File: src/rtl/byteorder_pkg.sv
package byteorder_pkg;

    localparam int WORD_W  = 64;
    localparam int BYTE_W  = 8;
    localparam int NBYTES  = WORD_W / BYTE_W;

    typedef enum logic [1:0] {
        WSEL_16  = 2'd0,
        WSEL_32  = 2'd1,
        WSEL_64  = 2'd2,
        WSEL_BAD = 2'd3
    } width_sel_e;

    typedef struct packed {
        logic              valid;
        logic              illegal;
        logic [WORD_W-1:0] data;
    } conv_state_t;

endpackage

File: src/rtl/bo_width_decoder.sv
module bo_width_decoder
    import byteorder_pkg::*;
#(
    parameter int IMM_W = 32
) (
    input  logic [IMM_W-1:0] imm,
    output width_sel_e       wsel
);

    always_comb begin
        if (imm == IMM_W'(16))
            wsel = WSEL_16;
        else if (imm == IMM_W'(32))
            wsel = WSEL_32;
        else if (imm == IMM_W'(64))
            wsel = WSEL_64;
        else
            wsel = WSEL_BAD;
    end

endmodule

File: src/rtl/bo_order_select.sv
module bo_order_select #(
    parameter bit HOST_BIG_ENDIAN = 1'b0
) (
    input  logic is_alu64,
    input  logic src_bit,
    output logic do_swap,
    output logic reserved_bad
);

    always_comb begin
        if (is_alu64) begin
            // wide class reverses unconditionally; its source bit is reserved
            do_swap      = 1'b1;
            reserved_bad = src_bit;
        end else begin
            // narrow class: reverse only when target order differs from host
            do_swap      = (src_bit != HOST_BIG_ENDIAN);
            reserved_bad = 1'b0;
        end
    end

endmodule

File: src/rtl/bo_swap_unit.sv
module bo_swap_unit
    import byteorder_pkg::*;
(
    input  logic [WORD_W-1:0] data_in,
    input  width_sel_e        wsel,
    input  logic              do_swap,
    output logic [WORD_W-1:0] data_out
);

    localparam int HALF_B    = NBYTES / 2;
    localparam int QUARTER_B = NBYTES / 4;

    logic [WORD_W-1:0] rev_full;
    logic [WORD_W-1:0] rev_half;
    logic [WORD_W-1:0] rev_quarter;

    genvar b;
    generate
        for (b = 0; b < NBYTES; b++) begin : g_full
            assign rev_full[b*BYTE_W +: BYTE_W] = data_in[(NBYTES-1-b)*BYTE_W +: BYTE_W];
        end
        for (b = 0; b < NBYTES; b++) begin : g_half
            if (b < HALF_B) begin : g_in
                assign rev_half[b*BYTE_W +: BYTE_W] = data_in[(HALF_B-1-b)*BYTE_W +: BYTE_W];
            end else begin : g_out
                assign rev_half[b*BYTE_W +: BYTE_W] = '0;
            end
        end
        for (b = 0; b < NBYTES; b++) begin : g_quarter
            if (b < QUARTER_B) begin : g_in
                assign rev_quarter[b*BYTE_W +: BYTE_W] = data_in[(QUARTER_B-1-b)*BYTE_W +: BYTE_W];
            end else begin : g_out
                assign rev_quarter[b*BYTE_W +: BYTE_W] = '0;
            end
        end
    endgenerate

    always_comb begin
        unique case (wsel)
            WSEL_16: data_out = do_swap ? rev_quarter
                                        : {{(WORD_W-QUARTER_B*BYTE_W){1'b0}}, data_in[QUARTER_B*BYTE_W-1:0]};
            WSEL_32: data_out = do_swap ? rev_half
                                        : {{(WORD_W-HALF_B*BYTE_W){1'b0}}, data_in[HALF_B*BYTE_W-1:0]};
            WSEL_64: data_out = do_swap ? rev_full : data_in;
            default: data_out = data_in;
        endcase
    end

endmodule

File: src/rtl/byteorder_conv.sv
module byteorder_conv
    import byteorder_pkg::*;
#(
    parameter bit          HOST_BIG_ENDIAN = 1'b0,
    parameter int          OP_W            = 4,
    parameter int          IMM_W           = 32,
    parameter logic [OP_W-1:0] SWAP_CODE   = 4'hd
) (
    input  logic              clk,
    input  logic              rst_n,
    input  logic              in_valid,
    input  logic [OP_W-1:0]   op_code,
    input  logic              is_alu64,
    input  logic              src_bit,
    input  logic [IMM_W-1:0]  imm,
    input  logic [WORD_W-1:0] dst_in,
    output logic              out_valid,
    output logic [WORD_W-1:0] dst_out,
    output logic              illegal
);

    width_sel_e        wsel;
    logic              do_swap;
    logic              reserved_bad;
    logic [WORD_W-1:0] swapped;
    conv_state_t       state_d;
    conv_state_t       state_q;

    bo_width_decoder #(.IMM_W(IMM_W)) u_wdec (
        .imm  (imm),
        .wsel (wsel)
    );

    bo_order_select #(.HOST_BIG_ENDIAN(HOST_BIG_ENDIAN)) u_osel (
        .is_alu64     (is_alu64),
        .src_bit      (src_bit),
        .do_swap      (do_swap),
        .reserved_bad (reserved_bad)
    );

    bo_swap_unit u_swap (
        .data_in  (dst_in),
        .wsel     (wsel),
        .do_swap  (do_swap),
        .data_out (swapped)
    );

    always_comb begin
        state_d       = state_q;
        state_d.valid = in_valid;
        if (in_valid) begin
            if (op_code != SWAP_CODE) begin
                state_d.data    = dst_in;
                state_d.illegal = 1'b0;
            end else if (reserved_bad || (wsel == WSEL_BAD)) begin
                state_d.data    = dst_in;
                state_d.illegal = 1'b1;
            end else begin
                state_d.data    = swapped;
                state_d.illegal = 1'b0;
            end
        end
    end

    always_ff @(posedge clk or negedge rst_n) begin
        if (!rst_n)
            state_q <= '0;
        else
            state_q <= state_d;
    end

    assign out_valid = state_q.valid;
    assign dst_out   = state_q.data;
    assign illegal   = state_q.illegal;


    valid_follow_chk: assert property (@(posedge clk) disable iff (!rst_n)
        in_valid |=> out_valid);


    valid_drop_chk: assert property (@(posedge clk) disable iff (!rst_n)
        !in_valid |=> !out_valid);


    idle_hold_chk: assert property (@(posedge clk) disable iff (!rst_n)
        !in_valid |=> ($stable(dst_out) && $stable(illegal)));


    reserved_src_chk: assert property (@(posedge clk) disable iff (!rst_n)
        (in_valid && op_code == SWAP_CODE && is_alu64 && src_bit)
        |=> (illegal && dst_out == $past(dst_in)));


    passthru_chk: assert property (@(posedge clk) disable iff (!rst_n)
        (in_valid && op_code != SWAP_CODE) |=> (!illegal && dst_out == $past(dst_in)));


    narrow_clear_chk: assert property (@(posedge clk) disable iff (!rst_n)
        (in_valid && op_code == SWAP_CODE && imm == IMM_W'(16) && !(is_alu64 && src_bit))
        |=> (dst_out[WORD_W-1:16] == '0 && !illegal));


    bad_width_chk: assert property (@(posedge clk) disable iff (!rst_n)
        (in_valid && op_code == SWAP_CODE && imm != IMM_W'(16) && imm != IMM_W'(32)
         && imm != IMM_W'(64)) |=> illegal);

endmodule

File: config.mk
export PLATFORM = sky130hd
export DESIGN_NAME = byteorder_conv
export DESIGN_NICKNAME = d
export VERILOG_FILES = /design/src/rtl/byteorder_pkg.sv /design/src/rtl/bo_width_decoder.sv /design/src/rtl/bo_order_select.sv /design/src/rtl/bo_swap_unit.sv /design/src/rtl/byteorder_conv.sv
export SDC_FILE = /design/constraint.sdc
export NUM_CORES = 1
export LEC_CHECK = 0
export ABC_CLOCK_PERIOD_IN_PS = 1200
export BUFFER_PORTS_ARGS = -buffer_cell sky130_fd_sc_hd__buf_2
export CORE_ASPECT_RATIO = 1.1
export CORE_MARGIN = 2
export CORE_UTILIZATION = 39
export CTS_BUF_LIST = sky130_fd_sc_hd__clkbuf_8
export DETAILED_ROUTE_END_ITERATION = 12
export GPL_TIMING_DRIVEN = 0
export PLACE_DENSITY = 0.75
export SLEW_MARGIN = 20
export SYNTH_ARGS = -nofsm -noshare
export SYNTH_HDL_FRONTEND = slang
export SYNTH_SLANG_ARGS = --single-unit
File: constraint.sdc
create_clock -name clk -period 1.2 [get_ports clk]
set_clock_uncertainty 0.2 [all_clocks]
set_input_delay 0.12 -clock clk [delete_from_list [all_inputs] [get_ports clk]]
set_output_delay 0.12 -clock clk [all_outputs]
set_load 0.005 [all_outputs]
==> flow_summary.ini <==
[floorplanning]
dieArea_sq_mm = 0.0103
rows = 37
coreArea_sq_mm = 0.00926
fp.dieH_um = 106
io_pins = 171
die_x_um = 96.7
initial_core_util_pct = 39.8

[cells_and_area]
nets = 762
post-route-cell-area_sq_mm = 0.00643
regArea_sq_mm = 0.00165
drive_gt1_share_pct = 45.3
area.growth.synth_to_final_pct = 74.2
nFillCells = 684
fin_cells = 779
multi_input_area_sq_mm = 0.00208
diodes = 0

[route]
drtIter0Drc = 419
wl_um = 16800
routedWlPerCell_um = 21.6
ant_nets = 0
drc = 0
drt-pass1-iter-count = 5
via_per_inst = 6.02
vias = 4690

[logic_synthesis]
synth_top_area_cell = dfrtp_1
async_flop_share_pct = 100
syn_area_sq_mm = 0.00369
synth-edff-count = 0
synth_seq_cells = 66
syn-num-nets = 473
ys_seq_area_share_pct = 44.8
synth_top_family_by_area = compound AO/OA/AOI/OAI gates
synth_fa_ha_area_share_pct = 0.305
ys_types = 36
synth_simple_gate_area_share_pct = 16.4
yosys_warnings = 0
synth.most_common_cell = dfrtp_1
synth-compound-area-share_pct = 31.6
synth_xor_area_share_pct = 0.712
synthDominantCellAreaShare_pct = 44.8
synth.top_cells.by_count = dfrtp_1 (66), a221o_1 (32), a22oi_1 (32), clkbuf_1 (28), nor4_1 (23)
syn_area_per_cell_sq_um = 10.0
synth.area.mux_share_pct = 0
synth-main-ff-cell = dfrtp_1
yosys-top-cells-area = dfrtp_1 (45%), a221o_1 (8.7%), a22oi_1 (6.5%)
syn_inst = 368

[cts]
cts_tree = yes
clk_pin_slew_ps = 80
clockBufferDepth = 2
htreeDepth = 3
clk_latency_ps = 360
root_buffer = clkbuf_8
cts_buffers = 9
cts_num_sinks = 66

[critical_path]
crit_fanout = 7
arrival_ps = 2030
worstSetupPathType = primary input to flop
start_kind = primary input
r2r_start = dst_out[43]$_DFFE_PN0P_
crit_required_ps = 1230
endpoint_kind = flop
rrSetupSlack_ps = -20
rr_worst_depth = 2
r2r-end = dst_out[43]$_DFFE_PN0P_

[pwr]
vdd_drop_max_mv = 0.517
leakagePower_nw = 2.88
p_seq_share_pct = 41.2
pwr-share-clk_pct = 32.0
p_switching_mw = 1.83
power_density_mw_per_mm2 = 956
p_sw_share_pct = 29.8
intPower_mw = 4.31
p_comb_share_pct = 26.8

[sta]
worst_pin_slew_ps = 569
rsz0062_at_grt = yes
drv_slew = 0
fmaxAchievable_ghz = 0.500
relSlewSlack_pct = 61.6
finalHoldWorstSlack_ps = 24.7
fin_crit_sh_pct = 167
setup_viol = 79
finalWorstSetupSlack_ps = -801
min_period_ps = 2000
finalSetupTns_ps = -47480
hold_viol = 0

[place]
place_area_sq_mm = 0.00479
dp_cells = 653
port_buffers = 167
gp_congestion = 0.872
place_ws_ps = -1550
dp.final_hpwl_um = 10600

[global_route]
grt_overflow = 0
grtUsageTotal_pct = 31.1
antenna_found_initial = 0
grt_first_pass_wirelength_um = 25200
grt_pass1_vias = 4679
grt_max_degree = 39

[status]
status = finished, violations left
violations = setup timing

[hold_path]
hold_class = primary input to asynchronous set/reset pin

[flow_run]
maxCapViolCount = 0
==> final cells by class <==
| type | instances | share of cell area [%] |
|---|---|---|
| multi-input combinational | 246 | 32.3 |
| timing repair buffer | 280 | 30.9 |
| sequential | 66 | 25.7 |
| buffer | 37 | 4.58 |
| tap | 117 | 2.28 |
| clock buffer | 10 | 2.14 |
| clock inverter | 6 | 1.03 |
| inverter | 17 | 1.01 |
==> how the worst max path moves through the flow <==
stage | startpoint | end | slack, ps | depth (start not counted)
after floorplan | imm[5] | dst_out[10]$_DFFE_PN0P_ | -1040 | 7
after detailed placement | imm[15] | dst_out[57]$_DFFE_PN0P_ | -1550 | 7
after global placement | imm[15] | dst_out[60]$_DFFE_PN0P_ | -1510 | 7
final | imm[6] | dst_out[57]$_DFFE_PN0P_ | -800 | 6
after CTS | imm[5] | dst_out[56]$_DFFE_PN0P_ | -800 | 6
after global routing | imm[6] | dst_out[56]$_DFFE_PN0P_ | -830 | 6
==> state kept, by name, summed over array words and instances (netlist names) <==
register   cells
out_valid      1
dst_out       64
illegal        1
==> timing repair <==
action,in CTS,in global routing
hold endpoints to repair,130,0
setup buffers,16,22
pin swaps,12,20
cloned,3,2
endpoints found under the setup margin,71,116
resized for setup,55,34
hold buffers,69,0
==> placed cells by master (no fill, tap or decap), types with 12 or more instances in the layout <==
cell	instances
a221oi_2	14
clkbuf_1	16
nor2_1	18
a22oi_1	32
buf_4	32
o21ai_0	16
o21bai_1	16
a221o_1	32
nor2b_1	19
inv_1	16
buf_2	160
or2_2	16
nor4_1	16
o221a_1	12
buf_6	20
dfrtp_1	66
clkbuf_8	14
dlygate4sd3_1	69
nand2_1	17
==> power by group through the flow <==
| stage | clock network (mW) | logic (mW) | registers (mW) |
|---|---|---|---|
| after global placement | 0 | 1.15 | 2.56 |
| after detailed placement | 0 | 1.18 | 2.57 |
| after global routing | 2.07 | 1.76 | 2.55 |
| final | 1.97 | 1.65 | 2.53 |
| after CTS | 1.94 | 1.45 | 2.53 |
| after floorplan | 0 | 0.536 | 2.57 |
==> stage by stage <==
step	utilization (%)	total power [mW]
after floorplan	-	3.11
after global placement	51.4	3.71
after detailed placement	51.7	3.75
after CTS	66.0	5.92
after global routing	69.4	6.38
final	69.4	6.14
==> routing by layer <==
metal / GRT usage, % / share of wire, % / up-vias
li1: - / - / 2027
met3: 5.59 / 9.5 / 75
met1: 38.9 / 38 / 2277
met2: 52.8 / 49 / 311
met5: 0 / 0 / -
met4: 13.5 / 4.4 / 0
==> cells by family (layout without fill, tap and decap cells) <==
family | Yosys count | after routing
and+or+nand+nor | 107 | 107
buffers and inverters | 56 | 350
AOI/OAI and AO/OA | 135 | 135
xor gates and xnor gates | 3 | 3
adders and majority gates | 1 | 1
DFF | 66 | 66
==> worst max-delay path, stage by stage <==
cell and delay [ps]:
buf_12 110, maj3_2 290, or4_4 520, o41a_1 450, clkbuf_8 210, a221o_1 330
(Power assumes the default switching activity.)
